--- src/rtl/rfFramerPkg.sv ---
package rfFramerPkg;
  localparam int ADDR_BYTES_MAX = 5;
  localparam int ADDR_W = ADDR_BYTES_MAX * 8;
  localparam int AIDX_W = $clog2(ADDR_W);
  localparam int PAY_MAX = 32;
  localparam int LEN_W = 6;
  localparam int CNT_W = $clog2(PAY_MAX * 8 + 1);
  localparam int PRE_BITS = 8;
  localparam int CTRL_BITS = LEN_W + 3;

  typedef enum logic [2:0] {
    PH_IDLE,
    PH_PRE,
    PH_ADDR,
    PH_CTRL,
    PH_PAY,
    PH_CRC
  } phaseT;

  // strobes from control to datapath
  typedef struct packed {
    logic             load;
    logic             emit;
    phaseT            phase;
    logic [CNT_W-1:0] cnt;
  } strobeT;

  // field sizes and byte status from datapath to control
  typedef struct packed {
    logic             byteHeld;
    logic             dynOn;
    logic             crcOn;
    logic [CNT_W-1:0] addrBits;
    logic [CNT_W-1:0] payBits;
    logic [CNT_W-1:0] crcBits;
  } pathStatT;
endpackage

--- src/rtl/rfFramerCtrl.sv ---
module rfFramerCtrl
  import rfFramerPkg::*;
(
  input  logic     clk,
  input  logic     rstN,
  input  logic     start,
  input  logic     bitEn,
  input  pathStatT stat,
  output strobeT   strb,
  output logic     busy,
  output logic     done,
  output logic     byteReady
);
  phaseT phase, nextPhase, afterAddr, afterCtrl, afterPay;
  logic [CNT_W-1:0] cnt, phaseLen;
  logic canEmit, lastBit;

  always_comb begin
    afterPay  = stat.crcOn ? PH_CRC : PH_IDLE;
    afterCtrl = (stat.payBits != '0) ? PH_PAY : afterPay;
    afterAddr = stat.dynOn ? PH_CTRL : afterCtrl;
    unique case (phase)
      PH_PRE:  begin phaseLen = CNT_W'(PRE_BITS);  nextPhase = PH_ADDR;   end
      PH_ADDR: begin phaseLen = stat.addrBits;     nextPhase = afterAddr; end
      PH_CTRL: begin phaseLen = CNT_W'(CTRL_BITS); nextPhase = afterCtrl; end
      PH_PAY:  begin phaseLen = stat.payBits;      nextPhase = afterPay;  end
      PH_CRC:  begin phaseLen = stat.crcBits;      nextPhase = PH_IDLE;   end
      default: begin phaseLen = '0;                nextPhase = PH_IDLE;   end
    endcase
    lastBit = (cnt == phaseLen - 1'b1);
    canEmit = bitEn && (phase != PH_IDLE) && ((phase != PH_PAY) || stat.byteHeld);
  end

  always_ff @(posedge clk or negedge rstN) begin
    if (!rstN) begin
      phase <= PH_IDLE;
      cnt   <= '0;
      done  <= 1'b0;
    end else begin
      done <= canEmit && lastBit && (nextPhase == PH_IDLE);
      if (phase == PH_IDLE) begin
        cnt <= '0;
        if (start) phase <= PH_PRE;
      end else if (canEmit) begin
        if (lastBit) begin
          phase <= nextPhase;
          cnt   <= '0;
        end else begin
          cnt <= cnt + 1'b1;
        end
      end
    end
  end

  assign busy       = (phase != PH_IDLE);
  assign byteReady  = (phase == PH_PAY) && !stat.byteHeld;
  assign strb.load  = start && (phase == PH_IDLE);
  assign strb.emit  = canEmit;
  assign strb.phase = phase;
  assign strb.cnt   = cnt;
endmodule

--- src/rtl/rfFramerPath.sv ---
module rfFramerPath
  import rfFramerPkg::*;
#(
  parameter logic [7:0]  CRC8_POLY  = 8'h07,
  parameter logic [7:0]  CRC8_INIT  = 8'hFF,
  parameter logic [15:0] CRC16_POLY = 16'h1021,
  parameter logic [15:0] CRC16_INIT = 16'hFFFF
) (
  input  logic              clk,
  input  logic              rstN,
  input  strobeT            strb,
  input  logic [ADDR_W-1:0] addrIn,
  input  logic [1:0]        widthCode,
  input  logic              dynIn,
  input  logic [1:0]        pidIn,
  input  logic              noAckIn,
  input  logic [LEN_W-1:0]  lenIn,
  input  logic              crcEnIn,
  input  logic              crcWideIn,
  input  logic [7:0]        byteData,
  input  logic              byteValid,
  input  logic              byteReady,
  output pathStatT          stat,
  output logic              bitOut,
  output logic              bitValid
);
  logic [ADDR_W-1:0]    addrR;
  logic [CNT_W-1:0]     addrBitsR, widthBits;
  logic                 dynR, noAckR, crcOnR, crcWideR, byteHeld;
  logic [1:0]           pidR;
  logic [LEN_W-1:0]     lenR, lenClamped;
  logic [15:0]          crcR;
  logic [7:0]           payByte, preByte;
  logic [CTRL_BITS-1:0] ctrlWord;
  logic [CNT_W-1:0]     addrTop, addrIdx;
  logic [3:0]           ctrlIdx, crcIdx;
  logic [2:0]           byteIdx;
  logic                 firstBit, curBit, feedCrc;

  // one MSB-first division step; narrow checksum lives in the low byte
  function automatic logic [15:0] crcStep(input logic [15:0] c, input logic b, input logic wide);
    logic [7:0] n8;
    if (wide) begin
      crcStep = {c[14:0], 1'b0} ^ ((c[15] ^ b) ? CRC16_POLY : 16'h0000);
    end else begin
      n8 = {c[6:0], 1'b0} ^ ((c[7] ^ b) ? CRC8_POLY : 8'h00);
      crcStep = {8'h00, n8};
    end
  endfunction

  always_comb begin
    unique case (widthCode)
      2'b10:   widthBits = CNT_W'(32);
      2'b11:   widthBits = CNT_W'(40);
      default: widthBits = CNT_W'(24);
    endcase
    lenClamped = (lenIn > LEN_W'(PAY_MAX)) ? LEN_W'(PAY_MAX) : lenIn;
  end

  always_comb begin
    addrTop  = addrBitsR - 1'b1;
    addrIdx  = addrTop - strb.cnt;
    firstBit = addrR[addrTop[AIDX_W-1:0]];
    preByte  = firstBit ? 8'hAA : 8'h55;
    ctrlWord = {lenR, pidR, noAckR};
    ctrlIdx  = 4'(CTRL_BITS - 1) - strb.cnt[3:0];
    crcIdx   = (crcWideR ? 4'd15 : 4'd7) - strb.cnt[3:0];
    byteIdx  = 3'd7 - strb.cnt[2:0];
    unique case (strb.phase)
      PH_PRE:  curBit = preByte[byteIdx];
      PH_ADDR: curBit = addrR[addrIdx[AIDX_W-1:0]];
      PH_CTRL: curBit = ctrlWord[ctrlIdx];
      PH_PAY:  curBit = payByte[byteIdx];
      PH_CRC:  curBit = crcR[crcIdx];
      default: curBit = 1'b0;
    endcase
    feedCrc = strb.emit && ((strb.phase == PH_ADDR) || (strb.phase == PH_CTRL) ||
                            (strb.phase == PH_PAY));
  end

  always_ff @(posedge clk or negedge rstN) begin
    if (!rstN) begin
      addrR     <= '0;
      addrBitsR <= CNT_W'(24);
      dynR      <= 1'b0;
      pidR      <= '0;
      noAckR    <= 1'b0;
      lenR      <= '0;
      crcOnR    <= 1'b0;
      crcWideR  <= 1'b0;
      crcR      <= '0;
    end else if (strb.load) begin
      addrR     <= addrIn;
      addrBitsR <= widthBits;
      dynR      <= dynIn;
      pidR      <= pidIn;
      noAckR    <= noAckIn;
      lenR      <= lenClamped;
      crcOnR    <= crcEnIn;
      crcWideR  <= crcWideIn;
      crcR      <= crcWideIn ? CRC16_INIT : {8'h00, CRC8_INIT};
    end else if (feedCrc) begin
      crcR <= crcStep(crcR, curBit, crcWideR);
    end
  end

  always_ff @(posedge clk or negedge rstN) begin
    if (!rstN) begin
      payByte  <= '0;
      byteHeld <= 1'b0;
    end else if (strb.load) begin
      byteHeld <= 1'b0;
    end else if (byteValid && byteReady) begin
      payByte  <= byteData;
      byteHeld <= 1'b1;
    end else if (strb.emit && (strb.phase == PH_PAY) && (strb.cnt[2:0] == 3'd7)) begin
      byteHeld <= 1'b0;
    end
  end

  always_ff @(posedge clk or negedge rstN) begin
    if (!rstN) begin
      bitOut   <= 1'b0;
      bitValid <= 1'b0;
    end else begin
      bitValid <= strb.emit;
      if (strb.emit) bitOut <= curBit;
    end
  end

  assign stat.byteHeld = byteHeld;
  assign stat.dynOn    = dynR;
  assign stat.crcOn    = crcOnR;
  assign stat.addrBits = addrBitsR;
  assign stat.payBits  = CNT_W'({lenR, 3'b000});
  assign stat.crcBits  = crcOnR ? (crcWideR ? CNT_W'(16) : CNT_W'(8)) : '0;
endmodule

--- src/rtl/rfFramer.sv ---
module rfFramer
  import rfFramerPkg::*;
#(
  parameter logic [7:0]  CRC8_POLY  = 8'h07,
  parameter logic [7:0]  CRC8_INIT  = 8'hFF,
  parameter logic [15:0] CRC16_POLY = 16'h1021,
  parameter logic [15:0] CRC16_INIT = 16'hFFFF
) (
  input  logic              clk,
  input  logic              rstN,
  input  logic              start,
  input  logic [ADDR_W-1:0] addrIn,
  input  logic [1:0]        widthCode,
  input  logic              dynLenEn,
  input  logic [1:0]        pidIn,
  input  logic              noAckIn,
  input  logic [LEN_W-1:0]  lenIn,
  input  logic              crcEn,
  input  logic              crcWide,
  input  logic              bitEn,
  input  logic [7:0]        byteData,
  input  logic              byteValid,
  output logic              byteReady,
  output logic              bitOut,
  output logic              bitValid,
  output logic              busy,
  output logic              done
);
  strobeT   strb;
  pathStatT stat;

  rfFramerCtrl ctrl_i (
    .clk(clk), .rstN(rstN), .start(start), .bitEn(bitEn), .stat(stat),
    .strb(strb), .busy(busy), .done(done), .byteReady(byteReady)
  );

  rfFramerPath #(
    .CRC8_POLY(CRC8_POLY), .CRC8_INIT(CRC8_INIT),
    .CRC16_POLY(CRC16_POLY), .CRC16_INIT(CRC16_INIT)
  ) path_i (
    .clk(clk), .rstN(rstN), .strb(strb), .addrIn(addrIn), .widthCode(widthCode),
    .dynIn(dynLenEn), .pidIn(pidIn), .noAckIn(noAckIn), .lenIn(lenIn),
    .crcEnIn(crcEn), .crcWideIn(crcWide), .byteData(byteData),
    .byteValid(byteValid), .byteReady(byteReady), .stat(stat),
    .bitOut(bitOut), .bitValid(bitValid)
  );
endmodule

--- config.mk ---
export PLATFORM = sky130hd
export DESIGN_NAME = rfFramer
export DESIGN_NICKNAME = d
export VERILOG_FILES = /design/src/rtl/rfFramerPkg.sv /design/src/rtl/rfFramerCtrl.sv /design/src/rtl/rfFramerPath.sv /design/src/rtl/rfFramer.sv
export SDC_FILE = /design/constraint.sdc
export NUM_CORES = 1
export LEC_CHECK = 0
export BUFFER_PORTS_ARGS = -buffer_cell sky130_fd_sc_hd__buf_2
export CAP_MARGIN = 20
export CORE_MARGIN = 8
export CORE_UTILIZATION = 55
export CTS_CLUSTER_SIZE = 14
export DETAILED_ROUTE_END_ITERATION = 16
export GPL_ROUTABILITY_DRIVEN = 0
export PLACE_DENSITY = 0.76
export SYNTH_ARGS = -nofsm -noshare
export SYNTH_HDL_FRONTEND = slang
export SYNTH_HIERARCHICAL = 1
export SYNTH_SLANG_ARGS = --single-unit
--- constraint.sdc ---
create_clock -name clk -period 7.2 [get_ports clk]
set_input_delay 1.44 -clock clk [delete_from_list [all_inputs] [get_ports clk]]
set_output_delay 1.44 -clock clk [all_outputs]
set_load 0.05 [all_outputs]
# Yosys cells after proc, flatten, opt, wreduce, memory -nomap -nowiden
# Cells that the tools add are included.
[word_totals]
reg_bits = 98
mem_bits_rw = 0
memories = 0
latch_bits = 0
input_bits = 67
word_cells = 109
output_inout_bits = 5
mem_bits_ro = 0
[op_classes]
eq_ne = 11
n_shift = 0
mux = 40
div = 0
bitwise = 5
reduce_logical = 24
order_cmp = 6
add_sub_neg = 7
mul = 0
[ops]
columns = ["op", "count"]
rows = [
  ["$mux W16", 4],
  ["$pmux W9 S5", 1],
  ["$mux W9", 4],
  ["$mux W3", 8],
  ["$xor A16 B16 Y16", 1],
  ["$lt A6 B7 Y1 const B", 2],
  ["$mux W13", 1],
  ["$bmux W1 S6", 2],
  ["$pmux W3 S4", 1],
  ["$pmux W6 S2", 1],
  ["$logic_and A1 B1 Y1", 10],
  ["$lt A4 B5 Y1 const B", 2],
  ["$add A9 B1 Y9 const B", 1],
  ["$eq A3 B3 Y1 const B", 3],
  ["$eq A9 B9 Y1", 1],
  ["$mux W1", 9],
  ["$reduce_bool A9 Y1", 1],
  ["$sub A9 B1 Y9 const B", 1],
  ["$bmux W1 S4", 2],
  ["$mux W8", 1],
  ["$xor A8 B8 Y8", 1],
  ["$bmux W1 S3", 2],
  ["$eq A3 B2 Y1 const B", 2],
  ["$gt A6 B6 Y1 const B", 1],
  ["other kinds (23)", 31],
]

# Depth between registers and ports, before layout
# Gate-level depths: netlist of the first run.
[depth]
word_depth = 13
mapped_depth = 14
ltp_nobuf = 12

# Modules after synthesis
# Netlist of the first run, hierarchy kept.
[modules_own_cells]
columns = ["mod", "area_per_inst_um2", "cells_per_inst", "n_inst", "seq_area_each_um2"]
rows = [
  ["rfFramerPath", 4439.3, 371, 1, 2054.5],
  ["rfFramerCtrl", 1472.7, 165, 1, 325.3],
]

# Worst setup path before layout of the first run
# Ideal clock, no wire load.
[synth_timing]
kind = "flip-flop to flip-flop"
from = "register ctrl_i.phase[0]"
to = "register path_i.crcR[10]"
required_ns = 7.073
setup_ns = 0.127
path_stages_with_launch = 15
path_buffers = 6
period_less_slack_ns = 3.996
path_slack_ns = 3.204
arrival_ns = 3.869
path_cell_list = "dfrtp_1 buf_6 buf_12 buf_8 nor4_1 nor2b_1 clkbuf_1 nand2_1 inv_1 buf_4 o21ai_1 buf_4 nor2_1 a211oi_1 nor2_1"
[synth_via]
elab_chain_len = 5
word_cells_on_any_way = 15
classes_between = "eq/ne (4); mux (1); reduce/logical (10)"
[synth_rtl]
columns = ["element", "line", "rtl"]
rows = [
  ["start: declaration", "rfFramerCtrl.sv:14", "phaseT phase, nextPhase, afterAddr, afterCtrl, afterPay;"],
  ["start signal: assignment", "rfFramerCtrl.sv:46", "phase <= nextPhase;"],
  ["$ne A3 B3 Y1 / $reduce_bool A3 Y1 (equally long branches)", "rfFramerCtrl.sv:31", "canEmit = bitEn && (phase != PH_IDLE) && ((phase != PH_PAY) || stat.byteHeld);"],
  ["$logic_or A1 B1 Y1 / $logic_and A1 B1 Y1 (equally long branches)", "rfFramerCtrl.sv:31", ""],
  ["$logic_and A1 B1 Y1 *", "rfFramerCtrl.sv:31", ""],
  ["named net ctrl_i.canEmit", "rfFramerCtrl.sv:16", "logic canEmit, lastBit;"],
  ["$logic_and A1 B1 Y1 *", "rfFramerPath.sv:77", "feedCrc = strb.emit && ((strb.phase == PH_ADDR) || (strb.phase == PH_CTRL) ||"],
  ["$reduce_bool A2 Y1 (no line) *", "-", ""],
  ["end signal: assignment", "rfFramerPath.sv:101", "crcR <= crcWideIn ? CRC16_INIT : {8'h00, CRC8_INIT};"],
  ["end signal: assignment", "rfFramerPath.sv:103", "crcR <= crcStep(crcR, curBit, crcWideR);"],
  ["end: declaration", "rfFramerPath.sv:32", "logic [15:0] crcR;"],
]
# The timed path passes the listed nets; every way through them passes the cells marked *.
# A chain may end at the register's enable or synchronous reset.

# Worst setup path in the final report of the first run
[layout_timing]
from = "register ctrl_i.phase[2]"
to = "output byteReady"
[layout_via]
elab_chain_len = 2
[layout_rtl]
columns = ["element", "line", "rtl"]
rows = [
  ["$eq A3 B3 Y1", "rfFramerCtrl.sv:56", "assign byteReady = (phase == PH_PAY) && !stat.byteHeld;"],
  ["$logic_and A1 B1 Y1", "rfFramerCtrl.sv:56", ""],
  ["end: declaration", "rfFramer.sv:23", "output logic byteReady,"],
]
# Every way passes these cells.

==> summary.txt, run 1 <==
Pwr
  • Pleak: roughly 0.0028 µW
  • Peak supply drop: around 230 µV
  • Pwr/cell area: 447 nW/µm²

CTS
  • Post_cts resized: 0
  • Clk root buf: clkbuf_8
  • H-tree depth: 3
  • Hold_buf cts: 0
  • Clk sink count: 95
  • Clock slew at reported path FFs: ~90 ps
  • Maximum clock insertion buffer count: 2
  • Setup Fix Bufs, Post-CTS: 0
  • TritonCTS Buffers: 9
  • Clk_lat worst skew: 370 ps
  • CTS tree: built

Global routing
  • First-pass GRT wire length: between 20,000 and 25,000 µm
  • Initial antenna violation count: 0
  • Largest net degree at the start of global routing: 81
  • Number of global-route vias before repair: around 4.6k
  • Total track usage: roughly a fifth
  • GR Overflow Total: 0

Synth
  • Avg Inst Size Synth: 11.0 µm²
  • Register area share after synthesis: 40.3%
  • Asr flop ratio synth: 100%
  • Share of the synthesized area in the top cell type: between 30% and 40%
  • Largest cells by area after synthesis: dfrtp_1 39%, mux2_2 11%, mux4_1 4.4%, mux2i_1 3.6%, buf_4 3.0%
  • Yosys reg bits: 95
  • Netlist cell types: 80
  • Post-Synthesis Cells: 536
  • Number of synthesized flops with an enable pin: 0
  • Mapped cell area: 5910 µm²
  • Yosys top cell by area: dfrtp_1
  • Main synth FF type: dfrtp_1
  • Warnings, synthesis: 6

Critical path
  • RR Endpoint: ctrl_i/phase[2]$_DFFE_PN0P_
  • Reg2reg start: ctrl_i/phase[0]$_DFFE_PN0P_
  • Largest stage delay, worst path: between 700 and 800 ps
  • Critical Path Sink Type: output port
  • Startpoint types: flip-flop
  • Worst-path fanout max: 18
  • CP Class: reg2out
  • CP delay by family, top: flip-flops
  • Slack of the worst reg-to-reg path: approximately 3700 ps
  • FF-to-FF path depth: 11
  • CP arrival: approximately 2300 ps
  • Worst-path cell chain: inv_1 -> nor4_1 -> buf_2
  • CP required: around 5800 ps
  • Slowest cell on crit path: dfrtp_1
  • CP Buf/Inv Count: 2

Final layout
  • Synth-to-Final Area Change: 8.55%
  • Antenna cell count: 0
  • Commonest non-fill, non-tap cell in the layout: dfrtp_1
  • Fill cell count: about 900
  • Share of layout cells above drive strength 1: roughly 29%
  • Design area: roughly 6400 µm²
  • Commonest cells after routing, fill and taps aside: 93 x dfrtp_1, 70 x buf_2, 56 x mux2_2
  • Final net count: between 600 and 700

Die
  • I/O pin cnt: 72
  • Initial Util: 55.5%
  • # rows: 38
  • Chip width: between 100 and 150 µm
  • Core box area: 10,700 µm²
  • Die area: between 10,000 and 15,000 µm²
  • Die Height: ~120 µm

Worst hold path
  • Hold path start: path_i/addrR[24]$_DFFE_PN0P_
  • Hold Crit Depth: 1
  • Hold path endpoint: path_i/addrR[24]$_DFFE_PN0P_
  • Hold crit path type: reg2reg

Route
  • Via count: around 4.3k
  • Mean routed wirelength per cell: ~18 µm
  • 1st-iter DRT viols: roughly 290
  • Post-route DRC: 0
  • Final wirelength: between 10,000 and 15,000 µm
  • TritonRoute pass-1 iters: 4
  • Antenna viol nets, final: 0
  • Via density: roughly 6

Timing
  • Clock skew: 6.25 ps
  • Worst slew margin: slightly above 40%
  • Final period util: ~52%
  • Hold Violations, Final: 0
  • Count of final setup violators: 0
  • Max Freq: about 270 MHz
  • Slew Viols, Final: 0
  • Final min period: around 3800 ps
  • Worst slew pin tran: between 800 and 900 ps
  • Unrepaired setup endpoints after global routing: no
  • Setup TNS: 0 ps

Place
  • HPWL after DPL: between 9000 and 10,000 µm
  • Placement-stage cell area: ~6200 µm²
  • IO Port Bufs: between 70 and 80

Flow run
  • MaxCap Viol Count: 0

Outcome
  • Status: finished, final reports clean
-- layout make-up --
type | count | area (µm²) | share of cell area (%)
Sequential cell | 95 | 2380 | 37.1
Tap cell | 140 | 175 | 2.73
Clock inverter | 7 | 78.8 | 1.23
Multi-Input combinational cell | 379 | 3140 | 48.9
Clock buffer | 9 | 124 | 1.93
Inverter | 31 | 116 | 1.81
Timing Repair Buffer | 77 | 403 | 6.28
-- worst max-delay path by stage --
stage / start / endpoint / slack (ps) / depth (start not counted)
6_report: ctrl_i/phase[2]$_DFFE_PN0P_ / byteReady / 3430 / 3
3_3_place_gp: ctrl_i/phase[2]$_DFFE_PN0P_ / byteReady / 3860 / 3
5_1_grt: ctrl_i/phase[2]$_DFFE_PN0P_ / byteReady / 3320 / 3
2_1_floorplan: ctrl_i/phase[0]$_DFFE_PN0P_ / path_i/crcR[10]$_DFFE_PN0P_ / 3200 / 14
3_5_place_dp: bitEn / path_i/crcR[12]$_DFFE_PN0P_ / 3700 / 9
4_1_cts: ctrl_i/phase[2]$_DFFE_PN0P_ / byteReady / 3490 / 3
-- Yosys cell counts (4+ instances only) --
| cell type | count |
|---|---|
| and2_1 | 5 |
| buf_4 | 24 |
| nand3_1 | 9 |
| nand2_1 | 32 |
| a21oi_1 | 14 |
| o31ai_1 | 8 |
| inv_1 | 31 |
| mux4_1 | 10 |
| a211o_1 | 4 |
| nor2_1 | 36 |
| nor3_1 | 7 |
| xnor2_1 | 13 |
| a211oi_1 | 13 |
| mux2i_1 | 21 |
| xor2_1 | 11 |
| o22ai_1 | 8 |
| dfrtp_1 | 93 |
| mux2_2 | 56 |
| o21ai_0 | 10 |
| nor4_1 | 4 |
| or4_1 | 6 |
| clkbuf_1 | 10 |
| nor2b_1 | 9 |
| nand4_1 | 5 |
| ha_1 | 7 |
| and3_1 | 4 |
-- report_power, final --
group,internal (µW),switching [µW],total (µW)
Combinational,726,763,1490
Clock,164,202,366
Sequential,774,236,1010
Total,1660,1200,2870
-- metal layers --
layer,vias to the layer above,track usage (%),share of wire (%)
li1,2042,-,-
met5,-,0,0
met2,116,30.6,47
met4,0,7.18,2.1
met3,21,4.88,5.6
met1,2136,23.8,46
-- worst register-to-register path, cell delays in order (launching register included) --
cell and delay [ps]:
dfrtp_1 660, buf_4 340, nor2_1 80, o22ai_1 360
inv_1 90, ha_1 250, o211ai_1 150, nor4_4 80
xnor2_1 140, a2111o_1 480, a211oi_2 360, mux2_1 370
-- cells by family after synthesis --
logic type,Yosys count,synth area share (%)
buffers and inverters,77,7.60
AO/OA/AOI/OAI,93,12.1
XOR/XNOR,25,3.94
adder cells (fa/ha/maj),7,1.48
flip-flops,95,40.3
multiplexers,95,21.2
AND/OR/NAND/NOR,143,13.3
other,1,0.0634
-- per-stage QoR --
| stage | hold WS (ps) | setup slack, ps | power (µW) | std cells | utilization (%) |
|---|---|---|---|---|---|
| detailed placement | 491 | 3700 | 2480 | 722 | 58.4 |
| floorplan | 470 | 3200 | 2200 | 551 | - |
| global placement | 480 | 3860 | 2410 | 722 | 58.4 |
| CTS | 513 | 3490 | 2860 | 738 | 60.3 |
| finish | 510 | 3430 | 2870 | 738 | 60.3 |
| global route | 526 | 3320 | 3070 | 738 | 60.3 |
-- flip-flops by register name (all words and copies together), names as in the netlist, 2 cells and up --
name and count:
path_i/addrBitsR 3, path_i/lenR 6, ctrl_i/cnt 9, ctrl_i/phase 3
path_i/crcR 16, path_i/addrR 40, path_i/pidR 2, path_i/payByte 8
Power figures use the tool's default switching activity.
==> run 2, diff against run 1 <==
clock period = 3.9 ns   (was 7.2 ns; I/O delays follow)
==> summary.txt, run 2 (synthesized netlist as in run 1, its figures left out) <==
Outcome
  • Status: finished, final reports clean (unchanged)

Route
  • Antenna viol nets, final: 0 (unchanged)
  • Mean routed wirelength per cell: 17.9 µm (about the same)
  • Via count: 4,356 (was 4,315)
  • Via density: 5.82 (was 5.85)
  • 1st-iter DRT viols: 318 (was 285)
  • Post-route DRC: 0 (unchanged)
  • TritonRoute pass-1 iters: 6 (was 4)
  • Final wirelength: 13,400 µm (was 13,200 µm)

Critical path
  • CP arrival: 3590 ps (was 2330 ps)
  • CP Class: reg2reg (was reg2out)
  • Critical Path Sink Type: flip-flop (was output port)
  • Worst-path fanout max: 16 (was 18)
  • Startpoint types: flip-flop (unchanged)
  • CP required: 4140 ps (was 5760 ps)

Timing
  • Count of final setup violators: 0 (unchanged)
  • Worst slew pin tran: 726 ps (was 886 ps)
  • Final min period: between 3000 and 4000 ps
  • Unrepaired setup endpoints after global routing: no (unchanged)
  • Max Freq: around 300 MHz
  • Setup TNS: 0 ps (unchanged)
  • Final period util: 85.9%
  • Hold Violations, Final: 0 (unchanged)
  • Worst slew margin: 51.5% (was 40.9%)
  • Clock skew: 11.5 ps (was 6.25 ps)
  • Worst setup margin: 552 ps (was 3430 ps)
  • Slew Viols, Final: 0 (unchanged)

Die
  • Die Height: 120 µm (unchanged)
  • Initial Util: 55.5% (unchanged)
  • I/O pin cnt: 72 (unchanged)
  • Die area: 14,300 µm² (unchanged)
  • # rows: 38 (unchanged)
  • Core box area: 10,700 µm² (unchanged)
  • Chip width: 120 µm (unchanged)

Final layout
  • Synth-to-Final Area Change: 10.7% (was 8.55%)
  • Biggest register: path_i/addrR (unchanged)
  • Design area: 6550 µm² (was 6420 µm²)
  • Fill cell count: 908 (was 896)
  • Commonest non-fill, non-tap cell in the layout: dfrtp_1 (unchanged)
  • Area of the multi-input gates: 3150 µm² (was 3140 µm²)
  • Share of layout cells above drive strength 1: 30.4% (was 28.9%)
  • Commonest cells after routing, fill and taps aside: 93 x dfrtp_1, 70 x buf_2, 56 x mux2_2 (unchanged)
  • Largest regs: path_i/addrR x40, path_i/crcR x16, ctrl_i/cnt x9 (unchanged)
  • Register area: 2380 µm² (unchanged)
  • Max reg flops: 40 (unchanged)
  • Antenna cell count: 0 (unchanged)
  • Final net count: 678 (was 667)

Place
  • DP Worst Slack: 620 ps (was 3700 ps)
  • IO Port Bufs: 71 (unchanged)
  • HPWL after DPL: 9940 µm (was 9490 µm)
  • Placement-stage cell area: 6310 µm² (was 6210 µm²)

Global routing
  • First-pass GRT wire length: 22,500 µm (was 22,000 µm)
  • Largest net degree at the start of global routing: 83 (was 81)
  • Number of global-route vias before repair: 4,621 (was 4,555)
  • Initial antenna violation count: 0 (unchanged)
  • GR Overflow Total: 0 (unchanged)
  • Total track usage: 19.2% (was 18.9%)

CTS
  • CTS tree: built (unchanged)
  • TritonCTS Buffers: 9 (unchanged)
  • Hold_buf cts: 0 (unchanged)
  • Clk_lat worst skew: 360 ps (was 370 ps)
  • Maximum clock insertion buffer count: 2 (unchanged)
  • Clk sink count: 95 (unchanged)
  • H-tree depth: 3 (unchanged)
  • Clk root buf: clkbuf_8 (unchanged)
  • Post_cts resized: 0 (unchanged)
  • Clock slew at reported path FFs: 100 ps (was 90 ps)
  • Setup Fix Bufs, Post-CTS: 0 (unchanged)

Pwr
  • Peak supply drop: 362 µV (was 231 µV)
  • Pleak: 0.00292 µW (was 0.00284 µW)
  • Pwr/cell area: 821 nW/µm² (was 447 nW/µm²)

Worst hold path
  • Hold crit path type: in2async (was reg2reg)

Flow run
  • MaxCap Viol Count: 0 (unchanged)
[run 2: cell types whose count changed in the layout (fill, tap and decap cells not counted), sizes merged]
cell	change
inv	+2
clkinvlp	-2
clkbuf	+1
buf	+11
clkinv	-1
[run 2: through the flow]
step,util (%),power (µW),std cells,hold slack (ps)
6_report,61.5,5370,749,256
5_1_grt,61.5,5740,749,233
4_1_cts,61.2,5380,748,512
3_5_place_dp,59.2,4680,732,490
3_3_place_gp,59.2,4540,732,482
2_1_floorplan,-,4070,551,470
[run 2: final cells by class]
type / instances / area share (%)
repair buffers: 88 / 7.91
multi-input cells: 379 / 48.1
well taps: 140 / 2.68
clock buffers: 10 / 2.10
inverters: 31 / 1.78
clock inverters: 6 / 1.11
flip-flops and latches: 95 / 36.4
[run 2: worst paths after layout]
| path | from | endpoint | slack, ps | cells past startpoint |
|---|---|---|---|---|
| max | ctrl_i/phase[0]$_DFFE_PN0P_ | path_i/crcR[0]$_DFFE_PN0P_ | 550 | 9 |
| min | rstN | path_i/noAckR$_DFFE_PN0P_ | 260 | 1 |
| max reg2reg | ctrl_i/phase[0]$_DFFE_PN0P_ | path_i/crcR[0]$_DFFE_PN0P_ | 550 | 9 |
| min reg2reg | path_i/payByte[5]$_DFFE_PN0P_ | path_i/payByte[5]$_DFFE_PN0P_ | 510 | 1 |
| max in group asynchronous | rstN | path_i/crcR[12]$_DFFE_PN0P_ | 2860 | 3 |
| min in group clk | path_i/payByte[5]$_DFFE_PN0P_ | path_i/payByte[5]$_DFFE_PN0P_ | 510 | 1 |
[run 2: per-layer routing]
| metal | up-vias | wire length (µm) | GRT usage (%) |
|---|---|---|---|
| met5 | - | 0 | 0 |
| met4 | 0 | 252 | 6.32 |
| met3 | 19 | 709 | 4.23 |
| met2 | 134 | 6530 | 32.1 |
| met1 | 2136 | 5920 | 24.2 |
| li1 | 2067 | - | - |
[run 2: power by group]
| part | leakage [µW] | internal, µW | switching [µW] |
|---|---|---|---|
| clock network | 0.000110 | 324 | 364 |
| logic | 0.00165 | 1400 | 1480 |
| registers | 0.00115 | 1430 | 379 |
| total | 0.00292 | 3160 | 2220 |
[run 2: worst max-delay path: stages, from the launching register on]
cell     delay [ps]
dfrtp_1         770
buf_4           350
nor4_2          100
nor2b_1         580
nand2_1         230
inv_1           230
o21ai_1         280
buf_4           270
nor2_1          250
a22oi_1         150
